**src/rtl/i2cs_pkg.sv**
```systemverilog
package i2cs_pkg;

    typedef enum logic [1:0] {
        PH_ADDR = 2'b00,
        PH_RX   = 2'b01,
        PH_TX   = 2'b10,
        PH_RSVD = 2'b11
    } phase_e;

    typedef enum logic [1:0] {
        ST_IDLE,
        ST_BITS,
        ST_HOLD,
        ST_SKIP
    } ctl_state_e;

    // What the current byte asks for at its event point.
    typedef struct packed {
        logic fire;      // pulse the interrupt
        logic stretch;   // hold SCL low afterwards
        logic skip;      // ignore the rest of the transfer
        logic ack_addr;  // force ACK on this address
    } plan_t;

endpackage

```
**src/rtl/i2cs_bit_counter.sv**
```systemverilog
module i2cs_bit_counter #(
    parameter int BYTE_BITS = 8,
    parameter int CNT_W     = $clog2(BYTE_BITS + 2)
) (
    input  logic             clk,
    input  logic             rst_n,
    input  logic             clear,
    input  logic             advance,
    output logic [CNT_W-1:0] count,
    output logic [CNT_W-1:0] count_next
);
    localparam int LAST = BYTE_BITS + 1;

    // Value the counter takes on the next falling edge: 1..LAST, wrapping.
    always_comb begin
        if (count == CNT_W'(LAST)) begin
            count_next = CNT_W'(1);
        end else begin
            count_next = count + CNT_W'(1);
        end
    end

    always_ff @(posedge clk or negedge rst_n) begin
        if (!rst_n) begin
            count <= '0;
        end else if (clear) begin
            count <= '0;
        end else if (advance) begin
            count <= count_next;
        end
    end

endmodule

```
**src/rtl/i2cs_event_plan.sv**
```systemverilog
module i2cs_event_plan
    import i2cs_pkg::*;
#(
    parameter int BYTE_BITS = 8,
    parameter int CNT_W     = $clog2(BYTE_BITS + 2)
) (
    input  logic             is_master,
    input  logic [1:0]       byte_phase,
    input  logic             own_addr_hit,
    input  logic             ext_code_hit,
    input  logic             after_restart,
    input  logic             late_event_sel,
    output logic [CNT_W-1:0] point,
    output plan_t            plan
);
    localparam logic [CNT_W-1:0] EP_EARLY = CNT_W'(BYTE_BITS);
    localparam logic [CNT_W-1:0] EP_LATE  = CNT_W'(BYTE_BITS + 1);

    always_comb begin
        point = EP_LATE;
        plan  = '0;
        if (byte_phase == PH_ADDR) begin
            if (is_master) begin
                plan.fire    = 1'b1;
                plan.stretch = 1'b1;
            end else if (own_addr_hit) begin
                plan.fire     = 1'b1;
                plan.stretch  = 1'b1;
                plan.ack_addr = 1'b1;
            end else if (ext_code_hit) begin
                point        = EP_EARLY;
                plan.fire    = 1'b1;
                plan.stretch = 1'b1;
            end else if (after_restart) begin
                plan.fire = 1'b1;
                plan.skip = 1'b1;
            end else begin
                plan.skip = 1'b1;
            end
        end else begin
            point        = late_event_sel ? EP_LATE : EP_EARLY;
            plan.fire    = 1'b1;
            plan.stretch = 1'b1;
        end
    end

endmodule

```
**src/rtl/i2cs_ctrl_fsm.sv**
```systemverilog
module i2cs_ctrl_fsm
    import i2cs_pkg::*;
#(
    parameter int BYTE_BITS = 8,
    parameter int CNT_W     = $clog2(BYTE_BITS + 2)
) (
    input  logic             clk,
    input  logic             rst_n,
    input  logic             is_master,
    input  logic             scl_fall,
    input  logic             start_seen,
    input  logic             stop_seen,
    input  logic             stop_irq_en,
    input  logic             rel_shift_wr,
    input  logic             rel_wait_cmd,
    input  logic             rel_start_cmd,
    input  logic             rel_stop_cmd,
    input  logic [CNT_W-1:0] count_next,
    input  logic [CNT_W-1:0] point,
    input  plan_t            plan,
    output logic             cnt_clear,
    output logic             cnt_advance,
    output logic             byte_irq,
    output logic             scl_hold_low,
    output logic             ack_force
);
    localparam logic [CNT_W-1:0] EP_EARLY = CNT_W'(BYTE_BITS);

    ctl_state_e state_q, state_d;
    logic       at_event;
    logic       released;
    logic       bus_cond;

    assign bus_cond = start_seen | stop_seen;
    assign at_event = scl_fall && (count_next == point);
    assign released = rel_shift_wr | rel_wait_cmd |
                      (is_master & (rel_start_cmd | rel_stop_cmd));

    assign cnt_clear   = bus_cond;
    assign cnt_advance = scl_fall && !bus_cond && (state_q != ST_HOLD);

    // Next-state logic
    always_comb begin
        state_d = state_q;
        unique case (state_q)
            ST_IDLE: begin
                if (start_seen && !stop_seen) state_d = ST_BITS;
            end
            ST_BITS: begin
                if (stop_seen)       state_d = ST_IDLE;
                else if (start_seen) state_d = ST_BITS;
                else if (at_event && plan.stretch) state_d = ST_HOLD;
                else if (at_event && plan.skip)    state_d = ST_SKIP;
            end
            ST_HOLD: begin
                if (stop_seen)       state_d = ST_IDLE;
                else if (start_seen) state_d = ST_BITS;
                else if (released)   state_d = ST_BITS;
            end
            ST_SKIP: begin
                if (stop_seen)       state_d = ST_IDLE;
                else if (start_seen) state_d = ST_BITS;
            end
        endcase
    end

    // State register
    always_ff @(posedge clk or negedge rst_n) begin
        if (!rst_n) begin
            state_q <= ST_IDLE;
        end else begin
            state_q <= state_d;
        end
    end

    // Registered outputs
    always_ff @(posedge clk or negedge rst_n) begin
        if (!rst_n) begin
            byte_irq  <= 1'b0;
            ack_force <= 1'b0;
        end else begin
            byte_irq <= (stop_seen & stop_irq_en) |
                        (!bus_cond && (state_q == ST_BITS) && at_event && plan.fire);
            if (bus_cond) begin
                ack_force <= 1'b0;
            end else if ((state_q == ST_BITS) && scl_fall) begin
                ack_force <= plan.ack_addr && (count_next == EP_EARLY);
            end
        end
    end

    assign scl_hold_low = (state_q == ST_HOLD);

endmodule

```
**src/rtl/i2c_stretch_ctrl.sv**
```systemverilog
module i2c_stretch_ctrl
    import i2cs_pkg::*;
#(
    parameter int BYTE_BITS = 8
) (
    input  logic       clk,
    input  logic       rst_n,
    input  logic       is_master,
    input  logic [1:0] byte_phase,
    input  logic       own_addr_hit,
    input  logic       ext_code_hit,
    input  logic       after_restart,
    input  logic       scl_fall,
    input  logic       start_seen,
    input  logic       stop_seen,
    input  logic       stop_irq_en,
    input  logic       late_event_sel,
    input  logic       rel_shift_wr,
    input  logic       rel_wait_cmd,
    input  logic       rel_start_cmd,
    input  logic       rel_stop_cmd,
    output logic       byte_irq,
    output logic       scl_hold_low,
    output logic       ack_force
);
    localparam int CNT_W = $clog2(BYTE_BITS + 2);

    logic             cnt_clear;
    logic             cnt_advance;
    logic [CNT_W-1:0] count;
    logic [CNT_W-1:0] count_next;
    logic [CNT_W-1:0] point;
    plan_t            plan;

    i2cs_bit_counter #(
        .BYTE_BITS (BYTE_BITS),
        .CNT_W     (CNT_W)
    ) u_cnt (
        .clk        (clk),
        .rst_n      (rst_n),
        .clear      (cnt_clear),
        .advance    (cnt_advance),
        .count      (count),
        .count_next (count_next)
    );

    i2cs_event_plan #(
        .BYTE_BITS (BYTE_BITS),
        .CNT_W     (CNT_W)
    ) u_plan (
        .is_master      (is_master),
        .byte_phase     (byte_phase),
        .own_addr_hit   (own_addr_hit),
        .ext_code_hit   (ext_code_hit),
        .after_restart  (after_restart),
        .late_event_sel (late_event_sel),
        .point          (point),
        .plan           (plan)
    );

    i2cs_ctrl_fsm #(
        .BYTE_BITS (BYTE_BITS),
        .CNT_W     (CNT_W)
    ) u_fsm (
        .clk           (clk),
        .rst_n         (rst_n),
        .is_master     (is_master),
        .scl_fall      (scl_fall),
        .start_seen    (start_seen),
        .stop_seen     (stop_seen),
        .stop_irq_en   (stop_irq_en),
        .rel_shift_wr  (rel_shift_wr),
        .rel_wait_cmd  (rel_wait_cmd),
        .rel_start_cmd (rel_start_cmd),
        .rel_stop_cmd  (rel_stop_cmd),
        .count_next    (count_next),
        .point         (point),
        .plan          (plan),
        .cnt_clear     (cnt_clear),
        .cnt_advance   (cnt_advance),
        .byte_irq      (byte_irq),
        .scl_hold_low  (scl_hold_low),
        .ack_force     (ack_force)
    );

    logic unused_count;
    assign unused_count = ^count;

endmodule

```
**config.mk**
```make
export PLATFORM = sky130hd
export DESIGN_NAME = i2c_stretch_ctrl
export DESIGN_NICKNAME = d
export VERILOG_FILES = /design/src/rtl/i2cs_pkg.sv /design/src/rtl/i2cs_bit_counter.sv /design/src/rtl/i2cs_event_plan.sv /design/src/rtl/i2cs_ctrl_fsm.sv /design/src/rtl/i2c_stretch_ctrl.sv
export SDC_FILE = /design/constraint.sdc
export NUM_CORES = 1
export LEC_CHECK = 0
export ABC_AREA = 1
export BUFFER_PORTS_ARGS = -buffer_cell sky130_fd_sc_hd__buf_2
export CELL_PAD_IN_SITES_DETAIL_PLACEMENT = 1
export CELL_PAD_IN_SITES_GLOBAL_PLACEMENT = 1
export CORE_UTILIZATION = 32
export CTS_BUF_LIST = sky130_fd_sc_hd__clkbuf_16
export CTS_CLUSTER_DIAMETER = 150
export DETAILED_ROUTE_END_ITERATION = 7
export PLACE_DENSITY_LB_ADDON = 0.08
export SYNTH_ARGS = -nofsm -noshare
export SYNTH_HDL_FRONTEND = slang
export SYNTH_SLANG_ARGS = --single-unit
export TNS_END_PERCENT = 20
```
**constraint.sdc**
```tcl
create_clock -name clk -period 1.7 [get_ports clk]
set_input_delay 0.17 -clock clk [delete_from_list [all_inputs] [get_ports clk]]
set_output_delay 0.17 -clock clk [all_outputs]
set_load 0.05 [all_outputs]
```
**Word level (Yosys, flattened, before mapping)**

Cells that the tools add are included.

- Input port bits: 17
- Register bits after elaboration: 8
- Logic and storage cells: 73

- Bitwise gates (word level): 7
- Reductions and logical operators: 18
- Add/sub/neg operators: 1
- Multiplexer cells: 32
- Eq/ne operators: 11

Operators by type and width:

| cell | count |
|---|---|
| 2-to-1 mux 2 bit | 15 |
| 2-to-1 mux 4 bit | 6 |
| logical AND 1 bit | 11 |
| 2-to-1 mux 1 bit | 10 |
| == test 4 bit, second input constant | 2 |
| one-hot mux 2 bit (4 select lines) | 1 |
| inequality test 5 x 3 -> 1 bit, second input constant | 1 |
| bitwise OR 1 bit | 5 |
| adder 4 x 1 -> 4 bit, second input constant | 1 |
| == test 2 bit, second input constant | 2 |
| == test 4 bit | 1 |
| zero test 2 bit | 2 |
| inequality test 4 x 3 -> 1 bit, second input constant | 1 |
| AND reduction 4 bit | 1 |
| nonzero test 2 bit | 2 |
| inequality test 3 bit, second input constant | 1 |
| AND 1 bit | 2 |
| == test 2 x 1 -> 1 bit, second input constant | 1 |
| zero test 1 bit | 2 |
| inequality test 2 x 1 -> 1 bit, second input constant | 1 |
| inequality test 2 bit, second input constant | 1 |

**Depth between registers and ports, before layout**

Gate-level depths: netlist of the first run.

- Word-level depth: 12
- Depth in mapped cells: 11

**Cells and area by module**

A second synthesis of the first run with hierarchy kept.

- Cell total of the unflattened synthesis: 122
- Area total of the unflattened synthesis: 740.7 sq um

By module, submodules not included:

| module | cells an instance | times used | area an instance (sq um) | seq. area each (sq um) |
|---|---|---|---|---|
| i2cs_ctrl_fsm | 64 | 1 | 389.1 | 100.1 |
| i2cs_bit_counter | 37 | 1 | 245.2 | 100.1 |
| i2cs_event_plan | 21 | 1 | 106.4 | 0.0 |

**Worst setup path before layout of the first run**

OpenSTA, ideal clock, no wires.

- Path kind: register to register
- From: register u_fsm.state_q[0]
- To: register u_fsm.state_q[1]
- Data arrival time: 1256 ps
- Setup slack: 317 ps
- Cell stages (with the launch flop): 9
- Library setup time: 128 ps
- Required time: 1572 ps
- Clock period less this slack: 1383 ps
- Cells stage by stage: dfrtp_1 > inv_1 > nand2_1 > inv_1 > nand4_1 > nand2_1 > nor2_1 > nand4_1 > nand3_1

- Word-level cells in the longest chain between the ends: 3
- Elaborated cells between the ends (all ways): 10
- Those cells by class: eq/ne (7); mux (1); reduce/logical (2)

RTL lines:

| element | RTL line | text |
|---|---|---|
| from (decl) | i2cs_ctrl_fsm.sv:29 | `ctl_state_e state_q, state_d;` |
| from (signal assigned) | i2cs_ctrl_fsm.sv:72 | `state_q <= state_d;` |
| == test 2 bit (*) | n/a |  |
| named net scl_hold_low | i2c_stretch_ctrl.sv:23 | `output logic scl_hold_low,` |
| inequality test 4 x 3 -> 1 bit (no line) | n/a |  |
| AND reduction 4 bit (no line) | n/a |  |

Mark *: on every way through the listed nets, which the timed path passes. The rest lies on a longest branch.
A chain may end at the register's enable or synchronous reset.

**Worst setup path after layout of the first run**

- From: register u_cnt.count[2]
- To: register u_fsm.state_q[0]

- Word-level cells in the longest chain between the ends: 9
- Elaborated cells between the ends (all ways): 13
- Those cells by class: add/sub (1); eq/ne (3); mux (5); reduce/logical (4)

RTL lines:

| element | RTL line | text |
|---|---|---|
| from (decl) | i2cs_bit_counter.sv:9 | `output logic [CNT_W-1:0] count,` |
| from (signal assigned) | i2cs_bit_counter.sv:29 | `count <= count_next;` |
| adder 4 x 1 -> 4 bit / == test 4 bit (equally long branches) | i2cs_bit_counter.sv:19, i2cs_bit_counter.sv:16 |  |
| 2-to-1 mux 4 bit (*) | i2cs_bit_counter.sv:16 | `if (count == CNT_W'(LAST)) begin` |
| == test 4 bit (*) | i2cs_ctrl_fsm.sv:35 | `assign at_event = scl_fall && (count_next == point);` |
| logical AND 1 bit (*) | i2cs_ctrl_fsm.sv:35 |  |
| logical AND 1 bit | i2cs_ctrl_fsm.sv:52 | `else if (at_event && plan.stretch) state_d = ST_HOLD;` |
| 2-to-1 mux 2 bit | i2cs_ctrl_fsm.sv:52 |  |
| 2-to-1 mux 2 bit | i2cs_ctrl_fsm.sv:51 | `else if (start_seen) state_d = ST_BITS;` |
| 2-to-1 mux 2 bit | i2cs_ctrl_fsm.sv:50 | `if (stop_seen) state_d = ST_IDLE;` |
| one-hot mux 2 bit (4 select lines) | i2cs_ctrl_fsm.sv:45 | `unique case (state_q)` |

Every way passes the cells marked *; elsewhere a longest branch is shown, timed or not.

==> flow_summary.yaml, run 1 <==
die:
  die_h_um: 44.7
  io_pins: 20
  row_count: 15
  die-area_mm2: 0.00200
  die_w_um: 44.7
  start_util: 0.341
  core_mm2: 0.00171
clock_tree:
  post_cts_resized: 0
  htree_num_levels: 1
  root_buffer: "clkbuf_16"
  cts_setup_buffers: 0
  clock_path_buffers: 2
  clock_latency_ns: 0.23
  cts_made_buffers: 3
  clkSinkCount: 8
  hold_buffers: 1
  cts.reportedPaths.clkPinSlew_ns: 0.04
  cts_tree: "done"
critical_path:
  cp_max_fo: 4
  cp_top_family: "simple AND/OR/NAND/NOR gates"
  rrSetupSlack_ns: 0.37
  timing_worst_setup_path_type: "reg -> reg"
  end_kind: "register"
  r2r-start: "u_cnt.count[2]$_DFFE_PN0P_"
  path_buf_inv: 1
  startpoint_type: "register"
  rr_worst_depth: 8
  path_cells: "inv_1 > nand2_2 > a21oi_2 > nand2_2 > nor2_4 > nand3_1 > nand2_1 > a21oi_2"
  timing.critical_path.slowest_cell_delay_ns: 0.41
  required_ns: 1.82
  worstPathArrival_ns: 1.45
  r2r_end: "u_fsm.state_q[0]$_DFFE_PN0P_"
  cpMaxStageDelayCell: "dfrtp_1"
sta:
  period_needed_ns: 1.33
  rsz0062_at_grt: "no"
  worstMarginPinSlew_ns: 0.250
  tns_ns: 0
  clock_skew_ns: 0.000317
  finalMaxSlewViolations: 0
  finalSetupViolCount: 0
  timing_hold_violations_final: 0
  timing.fmax_mhz: 750
  slew_headroom: 0.832
  period_share: 0.785
cells_and_area:
  nets: 126
  fin_area_um2: 795
  fillers: 228
  antenna_cells_inserted: 0
  syn2layout_area_growth_pct: 36.3
  drive_gt1_frac: 0.308
yosys:
  synth_warnings: 0
  mappedNetlistArea_um2: 583
  synth_top_family_by_area: "simple AND/OR/NAND/NOR gates"
  synth_fp_nets: 101
  syn_inst: 84
  yosysTopAreaCellShare: 0.343
  ys_seq_area_frac: 0.343
  yosys-top-cells-count: "16 x nand2_1, 13 x inv_1, 9 x nand3_1, 9 x nor2_1, 8 x dfrtp_1"
  synth_compound_area_frac: 0.133
  synth_edf_count: 0
  netlist_top_cells_area: "dfrtp_1 34%, nand2_1 10%, inv_1 8.4%"
  yosys.area.top_type: "dfrtp_1"
  synth_fa_ha_area_frac: 0
  synth_xor_area_frac: 0
  synth_cell_types: 20
  synthSimpleGateAreaFrac: 0.433
  synth_mux_area_frac: 0
  async_reset_ff_frac: 1.00
  yosysMostFrequentCell: "nand2_1"
  synth-seq-cells: 8
  synthFlopType: "dfrtp_1"
  avgSynthCellArea_um2: 6.94
flow_run:
  drv_cap: 0
routing:
  vias_per_cell: 4.95
  drc_errors: 0
  vias: 654
  routed_wirelength_um: 1590
  drt_iter0_drc: 6
  wl_per_cell_um: 12.0
  first_pass_iters: 4
  ant_nets: 0
global_route:
  grt_usage: 0.186
  grt_antenna_before_repair: 0
  grt_overflow: 0
  grt_max_degree: 9
  grt_pass1_wl_um: 2640
  grt_pass1_vias: 647
pwr:
  pwr-share-seq: 0.289
  powerDensity_mw_per_mm2: 923
  clkPwrFrac: 0.541
  intPower_mw: 0.551
  p_sw_frac: 0.248
  p_leak_nw: 0.419
  pwr-share-comb: 0.170
  irDropWorstVdd_mv: 0.350
  p_switching_mw: 0.182
worst_hold_path:
  min_path_type: "in -> reg"
  hold_depth: 3
  worstHoldEndpoint: "u_fsm.byte_irq$_DFF_PN0_"
  hp-start: "stop_irq_en"
placement:
  dpl.hpwl_um: 1350
  io_buffers: 19
  place.gp.congestion: 0.870
  postPlaceCellArea_um2: 709
outcome:
  outcome: "complete, no violations"
-- area by class of cell --
class / count / area, um^2 / share of cell area
clock buffers: 3 / 75.1 / 0.0945
inverters: 14 / 52.6 / 0.0661
multi-input cells: 62 / 330 / 0.416
flip-flops and latches: 8 / 200 / 0.252
well taps: 25 / 31.3 / 0.0394
repair buffers: 20 / 105 / 0.132
-- worst max-delay path by stage --
stage	from	endpoint	slack, ns	cells after the start
2_1_floorplan	u_fsm.state_q[0]$_DFFE_PN0P_	u_fsm.state_q[1]$_DFFE_PN0P_	0.32	8
3_3_place_gp	u_cnt.count[2]$_DFFE_PN0P_	u_fsm.state_q[0]$_DFFE_PN0P_	0.41	8
3_5_place_dp	u_cnt.count[2]$_DFFE_PN0P_	u_fsm.state_q[0]$_DFFE_PN0P_	0.37	8
4_1_cts	u_cnt.count[2]$_DFFE_PN0P_	u_fsm.state_q[0]$_DFFE_PN0P_	0.36	8
5_1_grt	u_cnt.count[0]$_DFFE_PN0P_	u_fsm.state_q[1]$_DFFE_PN0P_	0.28	7
6_report	u_cnt.count[2]$_DFFE_PN0P_	u_fsm.state_q[0]$_DFFE_PN0P_	0.37	8
-- layer usage --
metal | GRT usage | share of wire | vias to the layer above
met1 | 0.248 | 0.50 | 300
met4 | 0.0909 | 0.017 | 0
met3 | 0.0122 | 0.046 | 2
li1 | - | - | 325
met5 | 0 | 0 | -
met2 | 0.303 | 0.43 | 27
-- through the flow --
step	hold WS, ns	instances	total power [mW]	setup slack [ns]	util
3_3_place_gp	0.0224	128	0.333	0.407	0.415
2_1_floorplan	-0.126	84	0.291	0.317	-
5_1_grt	0.200	132	0.764	0.284	0.465
3_5_place_dp	0.0249	128	0.337	0.375	0.415
6_report	0.184	132	0.733	0.366	0.465
4_1_cts	0.176	132	0.740	0.364	0.465
-- placed cells by master (no fill, tap or decap), drive strengths merged, types with 2 or more instances in the layout --
master | synthesis | routed
dfrtp | 8 | 8
nor3 | 2 | 2
nand2 | 19 | 19
nor2 | 13 | 13
o22ai | 3 | 3
nand4 | 4 | 4
o21ai | 3 | 3
a21oi | 4 | 4
nand3 | 10 | 10
buf | 0 | 19
clkbuf | 0 | 3
inv | 14 | 14
-- worst reg2reg max path: stages (launching register included) --
cell     delay [ns]
dfrtp_1        0.41
inv_1          0.12
nand2_2        0.09
a21oi_2        0.20
nand2_2        0.09
nor2_4         0.10
nand3_1        0.08
nand2_1        0.08
a21oi_2        0.05
-- flip-flops by register name, indices dropped and copies added (netlist names) --
name	flops
u_fsm.ack_force	1
u_cnt.count	4
u_fsm.byte_irq	1
u_fsm.state_q	2
-- power by group through the flow --
stage	registers (mW)	logic [mW]	clock network [mW]
final	0.212	0.124	0.397
after floorplan	0.224	0.0673	0
after CTS	0.212	0.125	0.402
after global placement	0.214	0.119	0
after global routing	0.213	0.143	0.408
after detailed placement	0.214	0.123	0
-- logic make-up after synthesis --
logic type | count (synthesis)
AOI/OAI and AO/OA | 12
buffers and inverters | 14
DFF | 8
and+or+nand+nor | 50
No activity file was read; power rests on OpenSTA's default activity.
==> inputs of run 2 (changes only) <==
- clock period: 1.7 -> 1.3 ns (I/O delays scaled with it)
==> run 2 against run 1 <==
Net effect:
- core utilization up 3.4 points
- final cell count up 2.3%
- total power up 34%
- sequential cell count unchanged
- critical path type unchanged
- highest routed layer unchanged
- sequential power up 33%
- combinational power up 44%
- global-route usage up 2.8 points
==> flow_summary.yaml, run 2 (synthesis results as in run 1) <==
critical_path:
  r2r-start: "u_cnt.count[0]$_DFFE_PN0P_"
  path_buf_inv: 1
  rrSetupSlack_ns: 0.05
  timing_worst_setup_path_type: "reg -> reg"
  worstPathArrival_ns: 1.42
  rr_worst_depth: 8
  path_cells: "buf_4 > nor2_1 > a21oi_4 > nand2_2 > nor2_4 > nand3_1 > nand2_1 > a21oi_2"
  cpMaxStageDelayCell: "dfrtp_2"
  timing.critical_path.slowest_cell_delay_ns: 0.45
  cp_num_cells: 8
  cp_top_family: "flip-flops"
  required_ns: 1.47
  startpoint_type: "register"
  end_kind: "register"
  cp_max_fo: 6
  r2r_end: "u_fsm.state_q[0]$_DFFE_PN0P_"
sta:
  worstMarginPinSlew_ns: 0.291
  slew_headroom: 0.804
  period_share: 0.965
  finalSetupViolCount: 0
  timing.fmax_mhz: 797
  tns_ns: 0
  clock_skew_ns: 0.00443
  rsz0062_at_grt: "yes"
  timing_hold_violations_final: 0
  setup_ws_ns: 0.0455
  finalMaxSlewViolations: 0
  period_needed_ns: 1.25
cells_and_area:
  drive_gt1_frac: 0.418
  reg.largest.list: "u_cnt.count (4), u_fsm.state_q (2)"
  nets: 129
  largest_reg_flops: 4
  syn2layout_area_growth_pct: 46.4
  regMostFlops: "u_cnt.count"
  antenna_cells_inserted: 0
  final_common_cell: "buf_2"
  layout_common_cells: "18 x buf_2, 12 x nand2_1, 9 x inv_1, 9 x nor2_1, 9 x nand3_1"
clock_tree:
  clkSinkCount: 8
  cts.reportedPaths.clkPinSlew_ns: 0.04
  cts_tree: "done"
  htree_num_levels: 1
  clock_path_buffers: 2
  cts_made_buffers: 3
  root_buffer: "clkbuf_16"
  clock_latency_ns: 0.24
global_route:
  grt_pass1_wl_um: 2870
  grt_pass1_vias: 654
  grt_max_degree: 9
  grt_antenna_before_repair: 0
  grt_usage: 0.215
  grt_overflow: 0
pwr:
  powerDensity_mw_per_mm2: 1150
  p_leak_nw: 0.424
  irDropWorstVdd_mv: 0.658
die:
  die-area_mm2: 0.00200
  row_count: 15
  start_util: 0.341
  core_mm2: 0.00171
  io_pins: 20
  die_w_um: 44.7
  die_h_um: 44.7
routing:
  routed_wirelength_um: 1840
  vias_per_cell: 5.02
  first_pass_iters: 4
  drc_errors: 0
  vias: 678
  drt_iter0_drc: 7
  ant_nets: 0
  wl_per_cell_um: 13.6
worst_hold_path:
  min_path_type: "in -> reg"
  hold_depth: 3
  hp-start: "stop_irq_en"
  worstHoldEndpoint: "u_fsm.byte_irq$_DFF_PN0_"
flow_run:
  drv_cap: 0
placement:
  io_buffers: 19
  dp_slack_ns: -0.000426
  dpl.hpwl_um: 1470
  place.gp.congestion: 0.810
outcome:
  outcome: "complete, no violations"
## run 2: changes by cell type in the layout (fill, tap and decap cells not counted), sizes merged
cell,before,now
clkbuf,3,4
clkinvlp,0,1
inv,14,13
buf,19,21
## run 2: worst register-to-register path, stage by stage, from the launching register on
cell and delay [ns]:
dfrtp_2 0.45, buf_4 0.16, nor2_1 0.18, a21oi_4 0.06, nand2_2 0.09, nor2_4 0.04
nand3_1 0.07, nand2_1 0.06, a21oi_2 0.10
## run 2: worst max path at each step
stage | from | end
6_report | u_cnt.count[0]$_DFFE_PN0P_ | u_fsm.state_q[0]$_DFFE_PN0P_
4_1_cts | u_cnt.count[2]$_DFFE_PN0P_ | u_fsm.state_q[0]$_DFFE_PN0P_
2_1_floorplan | u_fsm.state_q[1]$_DFFE_PN0P_ | u_fsm.state_q[1]$_DFFE_PN0P_
3_3_place_gp | u_cnt.count[2]$_DFFE_PN0P_ | u_fsm.state_q[0]$_DFFE_PN0P_
5_1_grt | u_cnt.count[0]$_DFFE_PN0P_ | u_fsm.state_q[0]$_DFFE_PN0P_
3_5_place_dp | u_cnt.count[2]$_DFFE_PN0P_ | u_fsm.state_q[0]$_DFFE_PN0P_
## run 2: power breakdown
part | total [mW] | internal [mW] | switching, mW
clock network | 0.524 | 0.397 | 0.127
logic | 0.179 | 0.0675 | 0.112
registers | 0.281 | 0.266 | 0.0151
## run 2: area by class of cell
class / count / area [um^2]
repair buffers: 23 / 130
clock buffers: 3 / 75.1
well taps: 25 / 31.3
multi-input cells: 62 / 358
inverters: 14 / 56.3
fillers: 226 / 855
flip-flops and latches: 8 / 203
## run 2: what timing repair did
action / in CTS / in global routing
setup endpoints to repair: 1 / 4
resized for setup: 2 / 10
hold buffers: 1 / 0
hold endpoints to repair: 8 / 0
buffers inserted: 0 / 1
pin swaps: 0 / 2
## run 2: metal layers
metal,part of all wire,GRT usage,routed length [um],vias up
met2,0.50,0.365,920,16
met1,0.45,0.236,821,323
met5,0,0,0,-
met4,0.0054,0.0909,10,0
li1,-,-,-,337
met3,0.045,0.0857,82,2
## run 2: per-stage QoR
step | cell area, um^2 | hold WS (ns) | total power, mW | utilization | cells
3_3_place_gp | 731 | -0.00820 | 0.445 | 0.428 | 130
2_1_floorplan | 589 | -0.166 | 0.382 | - | 84
4_1_cts | 823 | 0.103 | 0.987 | 0.482 | 134
5_1_grt | 853 | 0.115 | 1.04 | 0.500 | 135
3_5_place_dp | 731 | -0.00914 | 0.451 | 0.428 | 130
6_report | 853 | 0.0931 | 0.984 | 0.500 | 135
==> inputs of run 3 (changes only) <==
- CORE_UTILIZATION: 32 -> 34
- SYNTH_HIERARCHICAL: unset -> 1
==> run 3 against run 2 <==
Net effect:
- the run now ends with negative setup slack left
- synthesized area rose by 27%
- die area rose by 19%
- cell area rose by 27%
- worst hold slack improved by 0.058 ns
- wire length rose by 21%
- register-to-register slack got worse by 0.24 ns
- via count rose by 27%
- clock power fell by 2%
- fmax fell by 16%
- clock skew fell by 0.0042 ns
- global-route usage barely moved
- critical path type unchanged
==> flow_summary.yaml, run 3 <==
yosys:
  netlist_top_cells_area: "dfrtp_1 27%, nand2_1 18%, inv_1 11%"
  synth_warnings: 6
  synth-seq-cells: 8
  mappedNetlistArea_um2: 741
  yosys.area.top_type: "dfrtp_1"
  ys_seq_area_frac: 0.270
  async_reset_ff_frac: 1.00
  yosysTopAreaCellShare: 0.270
  synth_edf_count: 0
  syn_inst: 122
  avgSynthCellArea_um2: 6.07
  synth_cell_types: 23
  yosysMostFrequentCell: "nand2_1"
  synthFlopType: "dfrtp_1"
  yosys-top-cells-count: "36 x nand2_1, 22 x inv_1, 8 x dfrtp_1, 8 x nor2_1, 7 x nor2_2"
sta:
  finalSetupViolCount: 4
  clock_skew_ns: 0.000183
  rsz0062_at_grt: "yes"
  timing.fmax_mhz: 668
  period_share: 1.15
  finalMaxSlewViolations: 0
  period_needed_ns: 1.50
  timing_hold_violations_final: 0
  setup_ws_ns: -0.198
critical_path:
  rr_worst_depth: 7
  worstPathArrival_ns: 1.61
  timing_worst_setup_path_type: "reg -> reg"
  r2r-start: "u_cnt/count[1]$_DFFE_PN0P_"
  end_kind: "register"
  required_ns: 1.41
  startpoint_type: "register"
  cp_max_fo: 4
  startpoint: "u_cnt/count[1]$_DFFE_PN0P_"
clock_tree:
  root_buffer: "clkbuf_16"
  clock_path_buffers: 2
  clkSinkCount: 8
  cts_made_buffers: 3
  htree_num_levels: 1
  cts.reportedPaths.clkPinSlew_ns: 0.04
  clock_latency_ns: 0.23
  cts_tree: "done"
cells_and_area:
  regMostFlops: "u_cnt/count"
  drive_gt1_frac: 0.446
  reg.largest.list: "u_cnt/count (4), u_fsm/state_q (2)"
  final_common_cell: "nand2_1"
  antenna_cells_inserted: 0
  largest_reg_flops: 4
  multi_input_area_um2: 452
  layout_common_cells: "31 x nand2_1, 21 x inv_1, 18 x buf_2"
  fillers: 286
  nets: 176
  syn2layout_area_growth_pct: 45.9
  register_area_um2: 203
pwr:
  total_power_mw: 1.32
  pwr-share-comb: 0.365
  intPower_mw: 0.862
  p_sw_frac: 0.347
  clkPwrFrac: 0.390
  p_switching_mw: 0.458
  irDropWorstVdd_mv: 1.28
  pwr-share-seq: 0.245
  p_leak_nw: 0.602
  powerDensity_mw_per_mm2: 1220
global_route:
  grt_max_degree: 9
  grt_pass1_wl_um: 3920
  grt_antenna_before_repair: 0
  grt_overflow: 0
  grt_usage: 0.215
  grt_pass1_vias: 955
routing:
  vias_per_cell: 4.66
  drc_errors: 0
  drt_iter0_drc: 5
  ant_nets: 0
  wl_per_cell_um: 12.1
  first_pass_iters: 3
  vias: 858
  routed_wirelength_um: 2220
outcome:
  violations: "negative setup slack"
  outcome: "complete, but fails checks"
die:
  die-area_mm2: 0.00237
  core_mm2: 0.00200
  start_util: 0.370
  die_w_um: 48.7
  row_count: 16
  die_h_um: 48.7
  io_pins: 20
placement:
  dp_slack_ns: -0.293
  place.gp.congestion: 0.829
  dpl.hpwl_um: 1780
  io_buffers: 19
worst_hold_path:
  min_path_type: "in -> reg"
  hold_depth: 3
  hp-start: "stop_irq_en"
flow_run:
  drv_cap: 0
-- run 3: final cells by class --
type / count / share of cell area
clock buffer: 3 / 0.0694
tap: 27 / 0.0312
inverter: 28 / 0.0972
multi-input combinational: 84 / 0.418
timing repair buffer: 34 / 0.197
sequential: 8 / 0.187
-- run 3: through the flow --
stage | TNS, ns | cell area, um^2 | util | cells | hold slack, ns
after floorplan | -0.152 | 747 | - | 123 | -0.166
after global placement | -0.469 | 943 | 0.471 | 178 | -0.0236
after detailed placement | -0.736 | 943 | 0.471 | 178 | -0.0160
after CTS | -0.551 | 1060 | 0.530 | 184 | 0.159
after global routing | -0.882 | 1080 | 0.540 | 184 | 0.168
final | -0.420 | 1080 | 0.540 | 184 | 0.151
-- run 3: critical path, stage by stage, from the launching register on --
cell	delay (ns)
dfrtp_2	0.42
buf_4	0.15
o21ai_2	0.18
nor2_1	0.08
nor2_2	0.17
nand4_1	0.18
a21oi_2	0.16
a21oi_1	0.05
-- run 3: power groups by stage --
stage / logic (mW) / clock network (mW) / registers (mW)
final: 0.482 / 0.515 / 0.324
after global routing: 0.531 / 0.536 / 0.329
after CTS: 0.474 / 0.520 / 0.323
after detailed placement: 0.447 / 0 / 0.325
after global placement: 0.431 / 0 / 0.324
after floorplan: 0.278 / 0 / 0.346
-- run 3: final timing paths --
path | to | slack [ns]
max in group asynchronous | u_cnt/count[0]$_DFFE_PN0P_ | 0.82
hold / removal | u_fsm/byte_irq$_DFF_PN0_ | 0.15
min in group asynchronous | u_cnt/count[3]$_DFFE_PN0P_ | 0.30
setup / recovery | u_fsm/state_q[0]$_DFFE_PN0P_ | -0.20
hold reg to reg | u_fsm/state_q[1]$_DFFE_PN0P_ | 0.57
setup reg to reg | u_fsm/state_q[0]$_DFFE_PN0P_ | -0.20
-- run 3: cells by family (layout without fill, tap and decap cells) --
logic type      after synthesis  after routing  synth area share
simple gates                 70             70             0.468
flops                         8              8             0.270
compound gates               11             11            0.0794
buf+inv                      31             65             0.172
other cells                   2              3            0.0101
-- run 3: routing by layer --
layer | up-vias | wire [um] | GRT usage
li1 | 433 | - | -
met1 | 410 | 906 | 0.221
met2 | 15 | 1250 | 0.447
met3 | 0 | 61 | 0.0472
met4 | 0 | 0 | 0.0147
met5 | - | 0 | 0
-- run 3: timing repair --
action / in CTS / in global routing
setup buffers: 2 / 0
pin swaps: 1 / 0
gates resized for setup: 8 / 6
endpoints found under the setup margin: 5 / 6
endpoints found under the hold margin: 8 / 0
hold buffers: 1 / 0
gates cloned: 0 / 0
